## config.mk

```make
export PLATFORM = sky130hd
export DESIGN_NAME = rx_frm_filter
export DESIGN_NICKNAME = d
export VERILOG_FILES = /design/src/rtl/rx_frm_pkg.sv /design/src/rtl/rx_frm_addr_match.sv /design/src/rtl/rx_frm_len_sel.sv /design/src/rtl/rx_frm_crc.sv /design/src/rtl/rx_frm_filter.sv
export SDC_FILE = /design/constraint.sdc
export NUM_CORES = 1
export LEC_CHECK = 0
export ABC_CLOCK_PERIOD_IN_PS = 2950
export CAP_MARGIN = 10
export CORE_UTILIZATION = 50
export CTS_BUF_LIST = sky130_fd_sc_hd__clkbuf_2
export CTS_CLUSTER_DIAMETER = 60
export DETAILED_ROUTE_END_ITERATION = 8
export PLACE_DENSITY = 0.73
export SYNTH_ARGS = -nofsm -noshare
export SYNTH_HDL_FRONTEND = slang
export SYNTH_SLANG_ARGS = --single-unit
```

## constraint.sdc

```tcl
create_clock -name clk -period 2.95 [get_ports clk]
set_input_delay 0.295 -clock clk [delete_from_list [all_inputs] [get_ports clk]]
set_output_delay 0.295 -clock clk [all_outputs]
set_load 0.05 [all_outputs]
```

## src/rtl/rx_frm_pkg.sv

```systemverilog
package rx_frm_pkg;
   localparam int BYTE_W = 8;

   localparam logic [1:0] LM_FIXED = 2'b00;
   localparam logic [1:0] LM_VAR   = 2'b01;
   localparam logic [1:0] LM_INF   = 2'b10;

   localparam logic [1:0] AM_NONE  = 2'b00;
   localparam logic [1:0] AM_DEV   = 2'b01;
   localparam logic [1:0] AM_LO    = 2'b10;
   localparam logic [1:0] AM_BOTH  = 2'b11;

   typedef enum logic [2:0] {
      ST_IDLE,
      ST_BODY,
      ST_INF,
      ST_CRC_HI,
      ST_CRC_LO
   } rx_state_e;
endpackage

```

## src/rtl/rx_frm_addr_match.sv

```systemverilog
module rx_frm_addr_match
   import rx_frm_pkg::*;
#(
   parameter int         W     = 8,
   parameter logic [W-1:0] BC_LO = '0,
   parameter logic [W-1:0] BC_HI = '1
) (
   input  logic [1:0]   mode,
   input  logic [W-1:0] dev_addr,
   input  logic [W-1:0] addr,
   output logic         hit
);
   if (W < 1) begin : g_bad_w
      $error("rx_frm_addr_match: W must be positive");
   end
   if (BC_LO == BC_HI) begin : g_bad_bc
      $error("rx_frm_addr_match: broadcast values must differ");
   end

   logic is_dev, is_lo, is_hi;

   always_comb begin
      is_dev = (addr == dev_addr);
      is_lo  = (addr == BC_LO);
      is_hi  = (addr == BC_HI);
      unique case (mode)
         AM_NONE: hit = 1'b1;
         AM_DEV:  hit = is_dev;
         AM_LO:   hit = is_dev | is_lo;
         default: hit = is_dev | is_lo | is_hi;
      endcase
   end
endmodule

```

## src/rtl/rx_frm_len_sel.sv

```systemverilog
module rx_frm_len_sel
   import rx_frm_pkg::*;
#(
   parameter int LEN_W = 8
) (
   input  logic [1:0]       mode,
   input  logic [LEN_W-1:0] fixed_len,
   output logic [LEN_W-1:0] start_len,
   output logic             is_var,
   output logic             is_inf
);
   if (LEN_W < 1 || LEN_W > BYTE_W) begin : g_bad_len
      $error("rx_frm_len_sel: LEN_W must be 1..8");
   end

   localparam logic [LEN_W-1:0] ONE = LEN_W'(1);

   always_comb begin
      is_var    = (mode == LM_VAR);
      is_inf    = (mode == LM_INF);
      start_len = (fixed_len == '0) ? ONE : fixed_len;
   end
endmodule

```

## src/rtl/rx_frm_crc.sv

```systemverilog
module rx_frm_crc #(
   parameter int             CRC_W = 16,
   parameter int             DW    = 8,
   parameter logic [CRC_W-1:0] POLY  = 16'h8005,
   parameter logic [CRC_W-1:0] INIT  = 16'hFFFF
) (
   input  logic             clk,
   input  logic             rst_n,
   input  logic             restart,
   input  logic             update,
   input  logic [DW-1:0]    data,
   output logic [CRC_W-1:0] crc
);
   if (CRC_W < DW) begin : g_bad_crc
      $error("rx_frm_crc: CRC_W must be at least DW");
   end

   function automatic logic [CRC_W-1:0] step(input logic [CRC_W-1:0] c_in,
                                             input logic [DW-1:0] d);
      logic [CRC_W-1:0] c;
      logic fb;
      c = c_in;
      for (int i = DW - 1; i >= 0; i--) begin
         fb = c[CRC_W-1] ^ d[i];
         c  = {c[CRC_W-2:0], 1'b0};
         if (fb) c = c ^ POLY;
      end
      return c;
   endfunction

   logic [CRC_W-1:0] crc_q;
   logic [CRC_W-1:0] base;

   always_comb base = restart ? INIT : crc_q;

   always_ff @(posedge clk or negedge rst_n) begin
      if (!rst_n)      crc_q <= INIT;
      else if (update) crc_q <= step(base, data);
   end

   assign crc = crc_q;
endmodule

```

## src/rtl/rx_frm_filter.sv

```systemverilog
module rx_frm_filter
   import rx_frm_pkg::*;
#(
   parameter logic [7:0]  BCAST_LO    = 8'h00,
   parameter logic [7:0]  BCAST_HI    = 8'hFF,
   parameter int          CRC_SUPPORT = 1,
   parameter logic [15:0] CRC_POLY    = 16'h8005,
   parameter logic [15:0] CRC_INIT    = 16'hFFFF
) (
   input  logic       clk,
   input  logic       rst_n,
   input  logic [1:0] cfg_len_mode,
   input  logic [7:0] cfg_fixed_len,
   input  logic [7:0] cfg_dev_addr,
   input  logic [1:0] cfg_addr_mode,
   input  logic       cfg_crc_en,
   input  logic       in_valid,
   output logic       in_ready,
   input  logic [7:0] in_data,
   output logic       out_valid,
   output logic [7:0] out_data,
   output logic       out_sop,
   output logic       out_eop,
   output logic       pkt_accept,
   output logic       pkt_drop,
   output logic       crc_ok
);
   localparam int CRC_W = 16;
   localparam int LEN_W = BYTE_W;
   localparam logic [LEN_W-1:0] ONE = LEN_W'(1);

   if (CRC_SUPPORT != 0 && CRC_SUPPORT != 1) begin : g_bad_opt
      $error("rx_frm_filter: CRC_SUPPORT must be 0 or 1");
   end

   rx_state_e         state_q;
   logic [1:0]        amode_q;
   logic [7:0]        dev_q;
   logic              crc_en_q;
   logic [LEN_W-1:0]  remain_q;
   logic              first_q;
   logic              keep_q;
   logic [7:0]        crc_hi_q;

   logic              idle, inf_close, fire, body_fire, last_body, zero_len, crc_fin;
   logic [1:0]        amode_c;
   logic [7:0]        dev_c;
   logic              crc_en_c, first_c, keep_c, inf_c, hit, crc_match;
   logic              finish, fin_keep, fin_crc;
   logic [LEN_W-1:0]  remain_c, start_len;
   logic              lc_var, lc_inf;
   logic [CRC_W-1:0]  crc_val;

   rx_frm_len_sel #(.LEN_W(LEN_W)) u_len (
      .mode      (cfg_len_mode),
      .fixed_len (cfg_fixed_len),
      .start_len (start_len),
      .is_var    (lc_var),
      .is_inf    (lc_inf)
   );

   always_comb begin
      idle      = (state_q == ST_IDLE);
      inf_close = (state_q == ST_INF) && (cfg_len_mode != LM_INF);
      in_ready  = rst_n && !inf_close;
      fire      = in_valid && in_ready;
      amode_c   = idle ? cfg_addr_mode : amode_q;
      dev_c     = idle ? cfg_dev_addr : dev_q;
      crc_en_c  = idle ? (cfg_crc_en && (CRC_SUPPORT == 1)) : crc_en_q;
      inf_c     = idle ? lc_inf : (state_q == ST_INF);
      remain_c  = idle ? start_len : remain_q;
      first_c   = idle || first_q;
   end

   rx_frm_addr_match #(.W(8), .BC_LO(BCAST_LO), .BC_HI(BCAST_HI)) u_addr (
      .mode     (amode_c),
      .dev_addr (dev_c),
      .addr     (in_data),
      .hit      (hit)
   );

   if (CRC_SUPPORT == 1) begin : g_crc
      rx_frm_crc #(.CRC_W(CRC_W), .DW(8), .POLY(CRC_POLY), .INIT(CRC_INIT)) u_crc (
         .clk     (clk),
         .rst_n   (rst_n),
         .restart (fire && idle),
         .update  (fire && (idle || state_q == ST_BODY)),
         .data    (in_data),
         .crc     (crc_val)
      );
   end else begin : g_no_crc
      assign crc_val = '0;
   end

   always_comb begin
      body_fire = fire && ((idle && !lc_var) || state_q == ST_BODY || state_q == ST_INF);
      keep_c    = first_c ? hit : keep_q;
      last_body = body_fire && !inf_c && (remain_c == ONE);
      zero_len  = fire && idle && lc_var && (in_data == 8'h00);
      crc_fin   = fire && (state_q == ST_CRC_LO);
      crc_match = ({crc_hi_q, in_data} == crc_val);
      finish    = inf_close || zero_len || (last_body && !crc_en_c) || crc_fin;
      if (zero_len)       fin_keep = 1'b1;
      else if (last_body) fin_keep = keep_c;
      else                fin_keep = keep_q;
      fin_crc   = crc_fin ? crc_match : 1'b1;
   end

   always_ff @(posedge clk or negedge rst_n) begin
      if (!rst_n) begin
         state_q  <= ST_IDLE;
         amode_q  <= AM_NONE;
         dev_q    <= '0;
         crc_en_q <= 1'b0;
         remain_q <= '0;
         first_q  <= 1'b0;
         keep_q   <= 1'b0;
         crc_hi_q <= '0;
      end else if (inf_close) begin
         state_q <= ST_IDLE;
         first_q <= 1'b0;
      end else if (fire) begin
         if (idle) begin
            amode_q  <= cfg_addr_mode;
            dev_q    <= cfg_dev_addr;
            crc_en_q <= cfg_crc_en && (CRC_SUPPORT == 1);
         end
         if (body_fire) begin
            keep_q   <= keep_c;
            first_q  <= 1'b0;
            remain_q <= remain_c - ONE;
            if (inf_c)                 state_q <= ST_INF;
            else if (remain_c != ONE)  state_q <= ST_BODY;
            else if (crc_en_c)         state_q <= ST_CRC_HI;
            else                       state_q <= ST_IDLE;
         end else if (idle) begin
            remain_q <= in_data;
            first_q  <= (in_data != 8'h00);
            keep_q   <= 1'b1;
            state_q  <= (in_data == 8'h00) ? ST_IDLE : ST_BODY;
         end else if (state_q == ST_CRC_HI) begin
            crc_hi_q <= in_data;
            state_q  <= ST_CRC_LO;
         end else begin
            state_q  <= ST_IDLE;
         end
      end
   end

   always_ff @(posedge clk or negedge rst_n) begin
      if (!rst_n) begin
         out_valid  <= 1'b0;
         out_data   <= '0;
         out_sop    <= 1'b0;
         out_eop    <= 1'b0;
         pkt_accept <= 1'b0;
         pkt_drop   <= 1'b0;
         crc_ok     <= 1'b0;
      end else begin
         out_valid  <= body_fire && keep_c;
         out_data   <= in_data;
         out_sop    <= body_fire && keep_c && first_c;
         out_eop    <= last_body && keep_c;
         pkt_accept <= finish && fin_keep;
         pkt_drop   <= finish && !fin_keep;
         crc_ok     <= finish && fin_keep && fin_crc;
      end
   end

   // status pulses are exclusive and crc_ok rides only on accept
   p_status_excl_r10: assert property (@(posedge clk) disable iff (!rst_n)
      !(pkt_accept && pkt_drop));
   p_crcok_acc_r10: assert property (@(posedge clk) disable iff (!rst_n)
      crc_ok |-> pkt_accept);
   // the closing cycle of a dropped packet carries no output byte
   p_drop_silent_r6: assert property (@(posedge clk) disable iff (!rst_n)
      pkt_drop |-> !out_valid);
   // a counted body never runs with nothing left to count
   p_remain_live_r1: assert property (@(posedge clk) disable iff (!rst_n)
      (state_q == ST_BODY) |-> (remain_q != '0));
   // a zero length byte closes the packet at once
   p_zero_len_r3: assert property (@(posedge clk) disable iff (!rst_n)
      (in_valid && in_ready && state_q == ST_IDLE && cfg_len_mode == LM_VAR && in_data == 8'h00)
      |=> (pkt_accept && crc_ok && !out_valid));
   // leaving unbounded mode closes the open packet with a status
   p_inf_close_r4: assert property (@(posedge clk) disable iff (!rst_n)
      (state_q == ST_INF && cfg_len_mode != LM_INF) |=> (pkt_accept || pkt_drop));
   // unbounded packets never flag an end byte
   p_inf_no_eop_r4: assert property (@(posedge clk) disable iff (!rst_n)
      (state_q == ST_INF) |=> !out_eop);
   // the second CRC byte always finishes the packet
   p_crc_done_r7: assert property (@(posedge clk) disable iff (!rst_n)
      (in_valid && in_ready && state_q == ST_CRC_LO) |=> (pkt_accept || pkt_drop));
endmodule

```

## Word-level counts from Yosys, hierarchy flattened

Cells that the tools add are included.

| storage, ports and cells | value |
|---|---|
| input bits | 32 |
| output and inout bits | 15 |
| word-level logic and storage cells | 139 |
| register bits after elaboration | 62 |

| cells by class | value |
|---|---|
| add/subtract/negate cells | 1 |
| eq/ne operators | 14 |
| muxes and demuxes | 44 |
| bitwise operators | 21 |
| reductions and logical operators | 43 |

Operator list:

| kind | number |
|---|---|
| $mux W16 | 16 |
| $mux W8 | 5 |
| $not A3 Y3 | 8 |
| $logic_and A1 B1 Y1 | 19 |
| $eq A16 B16 Y1 | 1 |
| $logic_not A8 Y1 | 2 |
| $mux W3 | 5 |
| $mux W1 | 13 |
| $eq A8 B1 Y1 const B | 1 |
| $eq A8 B8 Y1 | 1 |
| $eq A8 B8 Y1 const B | 1 |
| $mux W2 | 4 |
| $ne A8 B1 Y1 const B | 1 |
| $reduce_bool A8 Y1 | 1 |
| $sub A8 B1 Y8 const B | 1 |
| $xor A1 B1 Y1 | 8 |
| $logic_or A1 B1 Y1 | 7 |
| $eq A3 B2 Y1 const B | 2 |
| $logic_not A1 Y1 | 5 |
| $reduce_and A5 Y1 | 1 |
| $eq A2 B1 Y1 const B | 2 |
| $eq A2 B2 Y1 const B | 2 |
| $reduce_and A2 Y1 | 2 |
| $reduce_bool A2 Y1 | 2 |
| other kinds (10) | 13 |

## Depth between registers and ports, before layout

Gate-level depths: netlist of the first run.

| logic depth | value |
|---|---|
| depth after elaboration | 30 |
| gate-level depth with buffers | 13 |
| gate-level depth less buffers | 10 |

## By module

Synthesis of the first run repeated with hierarchy kept, for this count alone.

| unflattened totals | value |
|---|---|
| cell total of the unflattened synthesis | 364 |
| area, all modules | 3657.3 µm² |

Modules (own cells, without submodules):

| module | cells each | sequential area each (µm²) | area an instance (µm²) | instances |
|---|---|---|---|---|
| rx_frm_filter | 240 | 1151.1 | 2487.4 | 1 |
| rx_frm_crc | 93 | 420.4 | 959.7 | 1 |
| rx_frm_addr_match | 19 | 0.0 | 146.4 | 1 |
| rx_frm_len_sel | 12 | 0.0 | 63.8 | 1 |

## Worst setup path before layout of the first run

No wires, ideal clock.

| timing | value |
|---|---|
| path type | flip-flop to flip-flop |
| start | register state_q[2] |
| end | register pkt_drop |
| buffers on the path | 3 |
| path slack | 0.631 ns |
| setup time | 0.131 ns |
| clock period less this slack | 2.319 ns |
| required time | 2.819 ns |
| data arrival time | 2.188 ns |
| stages on the path, launching flop included | 11 |
| cell sequence | dfrtp_1 buf_6 nor3_2 buf_6 buf_2 mux2i_1 ha_1 and3_1 nand3_1 o31a_1 nor2b_1 |

| between the ends | value |
|---|---|
| longest elaborated chain between the ends | 12 |
| elaborated cells between the ends (all ways) | 43 |
| classes of those cells | eq/ne: 7; mux: 9; bitwise: 2; reduce/logical: 25 |

RTL lines:

| what | line | RTL |
|---|---|---|
| from (decl) | rx_frm_filter.sv:36 | `rx_state_e state_q;` |
| from (signal assigned) | rx_frm_filter.sv:140 | `state_q <= (in_data == 8'h00) ? ST_IDLE : ST_BODY;` |
| parallel branches: the longest is 11 deep, another holds $mux W8 | n/a |  |
| $logic_and A1 B1 Y1 * | rx_frm_filter.sv:165 | `pkt_drop <= finish && !fin_keep;` |
| to (signal assigned) | rx_frm_filter.sv:165 |  |
| to (decl) | rx_frm_filter.sv:25 | `output logic pkt_drop,` |

Every way passes the cells marked *.
A chain may end at the register's enable or synchronous reset.

## Final worst setup path of the first run

| timing | value |
|---|---|
| start | register state_q[2] |
| end | register out_eop |

| between the ends | value |
|---|---|
| longest elaborated chain between the ends | 9 |
| elaborated cells between the ends (all ways) | 29 |
| classes of those cells | eq/ne: 6; mux: 6; bitwise: 2; reduce/logical: 15 |

RTL lines:

| what | line | RTL |
|---|---|---|
| parallel branches: the longest is 8 deep, another holds $mux W8 | n/a |  |
| $logic_and A1 B1 Y1 * | rx_frm_filter.sv:163 | `out_eop <= last_body && keep_c;` |
| to (signal assigned) | rx_frm_filter.sv:163 |  |
| to (decl) | rx_frm_filter.sv:23 | `output logic out_eop,` |

Marked as above.

==> impl_metrics.csv, run 1 <==
group,metric,value,unit
synthesis,synth_seq_area_share,0.424,
floorplan,coreArea,7210,um2
timing,timing_hold_violations_final,0,
synthesis,yosys_most_used_dff,"dfrtp_1",
timing,rsz0062_at_grt,"no",
global_routing,grt_max_degree,28,
timing,relSlewSlack,0.576,
global_routing,grt.total_usage,0.253,
worst_setup_path,cp_data_required_time,3.34,ns
timing,slew_violations,0,
synthesis,synth_top_family_by_area,"simple AND/OR/NAND/NOR gates",
worst_setup_path,end_kind,"register",
timing,fin_setup_tns,0,ns
pwr,ir_worst_vdd,0.363,mV
worst_setup_path,critical_path.max_stage_delay,0.52,ns
timing,worst_pin_slew,0.636,ns
synthesis,synth-adder-area-share,0.00675,
detailed_routing,route.detailed.drc,0,
synthesis,async_flop_share,1.00,
outcome,status,"complete, no violations",
clock_network,cts_buffers,9,
synthesis,syn_area,3710,um2
final_layout,syn_to_final_growth,19.1,%
worst_setup_path,worstSetupPathType,"register to register",
timing,setup_viol_count_final,0,
timing,max_freq,0.378,GHz
placed_design,dpl_cell_area,4310,um2
timing,fin_worst_skew,0.0314,ns
global_routing,grt_pass1_wl,14500,um
synthesis,synth_edf_count,0,
pwr,leakage,1.97,nW
synthesis,synth.avg_cell_area,9.68,um2
floorplan,ios,47,
final_layout,final_common_cell,"nand2_1",
synthesis,synth-seq-cells,62,
clock_network,cts-root-buf,"clkbuf_2",
placed_design,gp_congestion,0.942,
detailed_routing,totalWireLength,8740,um
detailed_routing,avgViaCountPerCell,5.36,
run,cap_violations,0,
synthesis,yosys.area_share.simple,0.175,
clock_network,cts_tree,"yes",
synthesis,synth_xor_xnor_area_share,0.140,
worst_setup_path,crit_family,"simple AND/OR/NAND/NOR gates",
hold_path,min_path_type,"input port to async pin",
timing,fin_crit,2.65,ns
floorplan,num_rows,31,
floorplan,die_w,88.1,um
placed_design,pre_cts_slack,0.335,ns
detailed_routing,drt_iter0_markers,243,
global_routing,antenna_found_initial,0,
synthesis,syn-num-nets,417,
timing,setup_ws,0.301,ns
floorplan,die_area,7760,um2
worst_setup_path,cp_cell_sequence,"nor3_4 > buf_4 > mux2i_1 > and4_1 > and2_1 > nand3_1 > nor4b_1",
clock_network,cts_resized,0,
synthesis,synth_cell_type_count,51,
placed_design,hpwl,6390,um
detailed_routing,drt.antenna.violating_nets,0,
worst_setup_path,crit_arrival,3.04,ns
clock_network,cts_buffer_depth,2,
final_layout,layout_common_cells,"nand2_1, dfrtp_1, clkdlybuf4s50_1",
synthesis,yosysWarnings,0,
global_routing,grt-ovfl-total,0,
pwr,p_per_area,1010,nW/um2
clock_network,clock-sinks,62,
worst_setup_path,startpoint_type,"register",
synthesis,synth_compound_area_frac,0.107,
timing,holdWs,0.160,ns
synthesis,synthCells,383,
worst_setup_path,path_buf_inv,1,
worst_setup_path,cp_max_fo,8,
floorplan,fp.dieH,88.1,um
final_layout,antennaDiodeCount,0,
timing,fin_crit_sh,0.898,
clock_network,htreeDepth,3,
clock_network,clk_pin_slew,0.18,ns
final_layout,final_util,0.612,
final_layout,drive_gt1_frac,0.165,
final_layout,fin_area,4410,um2
global_routing,grt_pass1_vias,2862,
detailed_routing,drt-pass1-iter-count,4,
floorplan,initial_core_util,0.514,
detailed_routing,wl_per_cell,16.1,um
final_layout,nets,472,
synthesis,synth_mux_area_frac,0.0928,
worst_setup_path,crit_slowest_cell,"dfrtp_1",
placed_design,portBuffers,46,
worst_setup_path,reg2reg_slack,0.30,ns
clock_network,postCtsSetupBuffers,0,
clock_network,clkLatencyLatePin,0.51,ns
detailed_routing,vias,2905,
[repair_timing]
| action | 4_1_cts | 5_1_grt |
|---|---|---|
| hold buffers | 1 | 0 |
| endpoints found under the setup margin | 0 | 0 |
| endpoints found under the hold margin | 46 | 0 |
[worst paths after layout]
check	depth (start not counted)	to	startpoint
max	7	out_eop	state_q[2]
min	2	crc_en_q	rst_n
max reg2reg	7	out_eop	state_q[2]
min in group clk	1	out_data[2]	in_data[2]
max in group asynchronous	3	g_crc.u_crc.crc[5]	rst_n
min reg2reg	2	g_crc.u_crc.crc[14]	g_crc.u_crc.crc[6]
[flip-flops by register name (all words and copies together), names as in the netlist, 2 cells and up]
signal / cells
remain_q: 8
g_crc.u_crc.crc: 16
out_data: 8
amode_q: 2
state_q: 3
crc_hi_q: 8
dev_q: 8
[cell families (layout without fill, tap and decap cells)]
kind of cell | after synthesis | in the layout
AO/OA/AOI/OAI | 57 | 57
XOR/XNOR | 56 | 56
adder cells (fa/ha/maj) | 2 | 2
buffers and inverters | 39 | 99
flip-flops | 62 | 62
multiplexers | 33 | 33
AND/OR/NAND/NOR | 134 | 134
[layout make-up]
cell class / instances / area, um2
Clock buffer: 9 / 45.0
Inverter: 14 / 52.6
Sequential cell: 62 / 1570
Tap cell: 99 / 124
Fill cell: 652 / 2800
Timing Repair Buffer: 69 / 631
Clock inverter: 7 / 51.3
Multi-Input combinational cell: 282 / 1940
[per-layer routing]
layer / global-route usage / part of all wire / vias to the layer above
met5: 0 / 0 / -
met4: 0.106 / 0.022 / 0
met3: 0.0386 / 0.041 / 15
met2: 0.392 / 0.46 / 82
met1: 0.355 / 0.48 / 1394
li1: - / - / 1414
[stage by stage]
stage	instances	power [mW]
2_1_floorplan	383	3.44
3_3_place_gp	525	3.95
3_5_place_dp	525	4.00
4_1_cts	542	4.45
5_1_grt	542	4.79
6_report	542	4.45
[power breakdown]
part           switching (mW)  total, mW  internal (mW)
Clock                   0.350      0.459          0.108
Combinational            1.25       2.42           1.17
Sequential              0.314       1.57           1.26
[cells in the mapped netlist (2+ instances only)]
cell type / count / area [um2]
clkbuf_1: 10 / 37.5
o31a_1: 2 / 17.5
o2111a_1: 2 / 22.5
nand2b_1: 6 / 37.5
nor4_1: 7 / 43.8
inv_1: 14 / 52.6
dfstp_2: 16 / 420
o21ai_1: 3 / 15.0
xor2_1: 28 / 245
a21oi_1: 8 / 40.0
dfrtp_1: 46 / 1150
xnor3_1: 2 / 45.0
o22ai_1: 3 / 18.8
nand4_1: 4 / 25.0
nor3_1: 6 / 30.0
buf_6: 6 / 67.6
mux2_2: 8 / 90.1
and2_1: 3 / 18.8
xnor2_1: 26 / 228
mux2i_1: 24 / 240
a31oi_1: 6 / 37.5
nor2b_1: 3 / 18.8
buf_2: 8 / 40.0
nor3_2: 3 / 30.0
a21o_1: 2 / 15.0
ha_1: 2 / 25.0
nor2_1: 26 / 97.6
and3_1: 6 / 37.5
nand3_1: 9 / 45.0
nand2_1: 54 / 203
o21ai_0: 20 / 100
Note: power is estimated with default switching activity, not from simulation.
==> run 2, diff against run 1 <==
--- a/config.mk
+++ b/config.mk
@@ -7,11 +7,11 @@
 export LEC_CHECK = 0
 export ABC_CLOCK_PERIOD_IN_PS = 2950
 export CAP_MARGIN = 10
-export CORE_UTILIZATION = 50
+export CORE_UTILIZATION = 58
 export CTS_BUF_LIST = sky130_fd_sc_hd__clkbuf_2
 export CTS_CLUSTER_DIAMETER = 60
 export DETAILED_ROUTE_END_ITERATION = 8
-export PLACE_DENSITY = 0.73
+export PLACE_DENSITY = 0.83
 export SYNTH_ARGS = -nofsm -noshare
 export SYNTH_HDL_FRONTEND = slang
 export SYNTH_SLANG_ARGS = --single-unit
==> impl_metrics.csv, run 2 (synthesis gave the netlist of run 1 again) <==
group,metric,value,unit
outcome,status,"complete, no violations",
global_routing,grt_pass1_vias,3060,
placed_design,portBuffers,46,
detailed_routing,avgViaCountPerCell,5.79,
final_layout,largest_reg_flops,16,
detailed_routing,drt.antenna.violating_nets,0,
floorplan,die_area,6710,um2
clock_network,cts_resized,0,
final_layout,syn_to_final_growth,18.3,%
clock_network,cts_buffers,9,
final_layout,final_cells,518,
clock_network,cts-root-buf,"clkbuf_2",
clock_network,clkLatencyLatePin,0.52,ns
detailed_routing,wl_per_cell,17.0,um
detailed_routing,vias,2999,
timing,relSlewSlack,0.572,
hold_path,min_path_type,"input port to async pin",
timing,fin_worst_skew,0.0325,ns
worst_setup_path,end_kind,"register",
final_layout,drive_gt1_frac,0.165,
timing,fin_setup_tns,0,ns
detailed_routing,drt-pass1-iter-count,5,
timing,holdWs,0.201,ns
timing,slew_violations,0,
floorplan,coreArea,6030,um2
global_routing,antenna_found_initial,0,
detailed_routing,route.detailed.drc,0,
floorplan,die_w,81.9,um
pwr,total_power,4.47,mW
floorplan,fp.dieH,81.9,um
placed_design,placedCellCount,501,
timing,worst_pin_slew,0.642,ns
final_layout,antennaDiodeCount,0,
detailed_routing,drt_iter0_markers,202,
global_routing,grt-ovfl-total,0,
worst_setup_path,cp_max_fo,11,
final_layout,final_common_cell,"nand2_1",
global_routing,grt_use_met1,0.385,
floorplan,initial_core_util,0.615,
pwr,leakage,1.98,nW
worst_setup_path,startpoint_type,"register",
clock_network,clock-sinks,62,
timing,timing_hold_violations_final,0,
global_routing,grtUsageMet3,0.0467,
placed_design,hpwl,6470,um
detailed_routing,totalWireLength,8830,um
final_layout,nets,472,
clock_network,cts_buffer_depth,2,
final_layout,layout_common_cells,"nand2_1, dfrtp_1, clkdlybuf4s50_1",
timing,setup_viol_count_final,0,
pwr,ir_worst_vdd,0.759,mV
clock_network,htreeDepth,3,
final_layout,multi_input_area,1940,um2
global_routing,grt_pass1_wl,15000,um
pwr,p_per_area,1020,nW/um2
placed_design,gp_congestion,0.877,
timing,fin_crit,2.73,ns
worst_setup_path,cp_data_required_time,3.37,ns
global_routing,grt.total_usage,0.300,
run,cap_violations,0,
timing,rsz0062_at_grt,"no",
global_routing,grt.busiest_layer,"met2",
clock_network,clk_pin_slew,0.19,ns
worst_setup_path,worstSetupPathType,"register to register",
final_layout,seqCellArea,1570,um2
worst_setup_path,crit_arrival,3.15,ns
timing,fin_crit_sh,0.924,
clock_network,cts_tree,"yes",
timing,max_freq,0.367,GHz
global_routing,met2_usage,0.502,
floorplan,ios,47,
global_routing,grt_max_degree,23,
final_layout,fill_cells,432,
floorplan,num_rows,28,
[run 2: cell count changes in the layout (fill, tap and decap cells not counted)]
cell / change
clkinv_4: +2
clkinv_2: +1
clkinvlp_4: -3
[run 2: worst paths after layout]
| check | from | to | slack (ns) | depth (start not counted) |
|---|---|---|---|---|
| min reg2reg | g_crc.u_crc.crc[6] | g_crc.u_crc.crc[14] | 0.50 | 2 |
| min | rst_n | crc_hi_q[6] | 0.20 | 2 |
| max reg2reg | state_q[1] | out_eop | 0.22 | 7 |
| max | state_q[1] | out_eop | 0.22 | 7 |
| min in group clk | in_data[5] | out_data[5] | 0.26 | 1 |
| max in group asynchronous | rst_n | g_crc.u_crc.crc[3] | 2.13 | 3 |
[run 2: what timing repair did]
| item | CTS | global route |
|---|---|---|
| hold buffers | 1 | 0 |
| hold endpoints to repair | 33 | 0 |
| buffers inserted | 0 | 0 |
[run 2: layout make-up]
type,instances,share of cell area
multi-input cells,282,0.442
flip-flops and latches,62,0.358
repair buffers,69,0.144
well taps,75,0.0214
inverters,14,0.0120
clock inverters,7,0.0117
clock buffers,9,0.0103
[run 2: per-stage QoR]
step	util	setup WS, ns	instance area [um2]
after floorplan	-	0.631	3710
after global placement	0.710	0.321	4280
final	0.728	0.223	4380
after CTS	0.728	0.263	4380
after global routing	0.728	0.0123	4380
after detailed placement	0.710	0.282	4280
[run 2: critical path: stages, from the launching register on]
cell,delay [ns]
dfrtp_1,0.56
nor3_4,0.47
buf_4,0.29
mux2i_1,0.34
and4_1,0.30
and2_1,0.19
nand3_1,0.15
nor4b_1,0.34
[run 2: power by group]
| group | total (mW) | internal (mW) | switching, mW |
|---|---|---|---|
| Combinational | 2.43 | 1.15 | 1.28 |
| Sequential | 1.58 | 1.26 | 0.321 |
| Clock | 0.460 | 0.111 | 0.349 |
[run 2: metal layers]
metal,wire length (um),up-vias
met3,476,18
met2,4340,117
met4,192,0
met1,3820,1452
met5,0,-
li1,-,1412
==> run 3, diff against run 2 <==
--- a/config.mk
+++ b/config.mk
@@ -7,11 +7,13 @@
 export LEC_CHECK = 0
 export ABC_CLOCK_PERIOD_IN_PS = 2950
 export CAP_MARGIN = 10
-export CORE_UTILIZATION = 58
+export CELL_PAD_IN_SITES_DETAIL_PLACEMENT = 0
+export CELL_PAD_IN_SITES_GLOBAL_PLACEMENT = 2
+export CORE_UTILIZATION = 36
 export CTS_BUF_LIST = sky130_fd_sc_hd__clkbuf_2
 export CTS_CLUSTER_DIAMETER = 60
 export DETAILED_ROUTE_END_ITERATION = 8
-export PLACE_DENSITY = 0.83
+export PLACE_DENSITY_LB_ADDON = 0.1
 export SYNTH_ARGS = -nofsm -noshare
 export SYNTH_HDL_FRONTEND = slang
 export SYNTH_SLANG_ARGS = --single-unit
==> impl_metrics.csv, run 3 (synthesis gave the netlist of run 1 again) <==
group,metric,value,unit
outcome,status,"complete, no violations",
timing,slew_violations,0,
worst_setup_path,crit_arrival,2.34,ns
global_routing,grt_pass1_wl,15700,um
placed_design,portBuffers,46,
detailed_routing,wl_per_cell,17.1,um
placed_design,hpwl,6950,um
worst_setup_path,cp_max_fo,12,
floorplan,initial_core_util,0.376,
pwr,seq_power_share,0.327,
pwr,ir_worst_vdd,0.452,mV
pwr,p_clk_frac,0.171,
worst_setup_path,worstSetupStartpoint,"state_q[0]",
detailed_routing,avgViaCountPerCell,4.98,
clock_network,clk_pin_slew,0.20,ns
final_layout,nets,469,
floorplan,fp.dieH,103,um
final_layout,final_cells,573,
clock_network,postCtsSetupBuffers,0,
timing,setup_viol_count_final,0,
timing,relSlewSlack,0.545,
worst_setup_path,reg2reg_slack,0.33,ns
final_layout,final_common_cell,"nand2_1",
timing,worst_pin_slew,0.682,ns
pwr,combPwrFrac,0.502,
timing,timing_hold_violations_final,0,
detailed_routing,totalWireLength,9810,um
placed_design,dpl_cell_area,4340,um2
final_layout,antennaDiodeCount,0,
pwr,switching_share,0.405,
detailed_routing,drt-pass1-iter-count,4,
timing,fin_crit,2.64,ns
timing,holdWs,0.142,ns
clock_network,cts-root-buf,"clkbuf_2",
global_routing,grt.total_usage,0.203,
detailed_routing,drt.antenna.violating_nets,0,
worst_setup_path,end_kind,"primary output",
final_layout,syn_to_final_growth,22.5,%
global_routing,grt-ovfl-total,0,
hold_path,min_path_type,"input port to async pin",
worst_setup_path,ff2ff_path_depth,8,
floorplan,ios,47,
placed_design,pre_cts_slack,0.287,ns
global_routing,grt_max_degree,45,
timing,fin_crit_sh,0.894,
detailed_routing,drt_iter0_markers,93,
placed_design,gp_congestion,0.812,
timing,fin_setup_tns,0,ns
floorplan,num_rows,36,
clock_network,clock-sinks,62,
timing,setup_ws,0.311,ns
worst_setup_path,worstReg2RegStart,"state_q[1]",
final_layout,fin_area,4540,um2
final_layout,layout_common_cells,"nand2_1, dfrtp_1, clkdlybuf4s50_1",
pwr,p_per_area,1060,nW/um2
timing,max_freq,0.379,GHz
floorplan,die_area,10700,um2
global_routing,grt_pass1_vias,2873,
worst_setup_path,cp_data_required_time,2.65,ns
detailed_routing,vias,2851,
clock_network,clkLatencyLatePin,0.53,ns
detailed_routing,route.detailed.drc,0,
clock_network,ctsHoldBuffers,1,
worst_setup_path,crit_end,"in_ready",
pwr,switchingPower,1.96,mW
final_layout,drive_gt1_frac,0.159,
clock_network,htreeDepth,3,
worst_setup_path,r2r-end,"pkt_drop",
timing,rsz0062_at_grt,"no",
worst_setup_path,startpoint_type,"register",
clock_network,cts_resized,0,
floorplan,coreArea,9860,um2
timing,fin_worst_skew,0.0306,ns
pwr,leakage,2.01,nW
clock_network,cts_tree,"yes",
floorplan,die_w,103,um
pwr,internal_power,2.87,mW
clock_network,cts_buffers,9,
clock_network,cts_buffer_depth,2,
placed_design,placedCellCount,556,
final_layout,largest_reg_flops,16,
worst_setup_path,worstSetupPathType,"register to primary output",
run,cap_violations,0,
global_routing,antenna_found_initial,0,
-- run 3: cell count changes in the layout (fill, tap and decap cells not counted) --
cell,before,now
clkinv_2,2,0
clkinvlp_4,2,1
clkinv_4,3,1
inv_6,0,1
bufinv_16,0,4
buf_4,22,18
buf_12,0,1
-- run 3: how the worst min path moves through the flow --
stage / to / slack, ns / cells past startpoint
floorplan: amode_q[0] / -0.0006 / 0
global placement: state_q[2] / 0.17 / 1
detailed placement: state_q[2] / 0.16 / 1
CTS: state_q[2] / 0.14 / 2
global route: crc_en_q / 0.18 / 2
finish: crc_en_q / 0.14 / 2
-- run 3: layout make-up --
class,instances,area (um2)
clock buffers,9,45.0
well taps,133,166
clock inverters,7,145
flip-flops and latches,62,1570
repair buffers,66,621
multi-input cells,282,1940
fillers,937,5320
inverters,14,52.6
-- run 3: per-stage QoR --
step	power, mW	util
3_5_place_dp	4.02	0.440
2_1_floorplan	3.44	-
5_1_grt	5.19	0.460
4_1_cts	4.87	0.460
3_3_place_gp	4.01	0.440
6_report	4.83	0.460
-- run 3: metal layers --
metal / wire length, um / track usage
met1: 4810 / 0.279
met2: 4660 / 0.322
met3: 218 / 0.0349
met4: 123 / 0.0683
met5: 0 / 0
-- run 3: critical path, stage by stage, from the launching register on --
cell and delay [ns]:
dfrtp_1 0.45, buf_4 0.19, nor2_1 0.18, nand3_1 0.12, and2_1 0.18, clkdlybuf4s50_1 0.69
-- run 3: power groups by stage --
stage | Sequential (mW) | Clock, mW | Combinational [mW]
4_1_cts | 1.58 | 0.851 | 2.44
2_1_floorplan | 1.54 | 0 | 1.90
5_1_grt | 1.62 | 0.875 | 2.70
3_5_place_dp | 1.60 | 0 | 2.43
3_3_place_gp | 1.60 | 0 | 2.41
6_report | 1.58 | 0.828 | 2.42
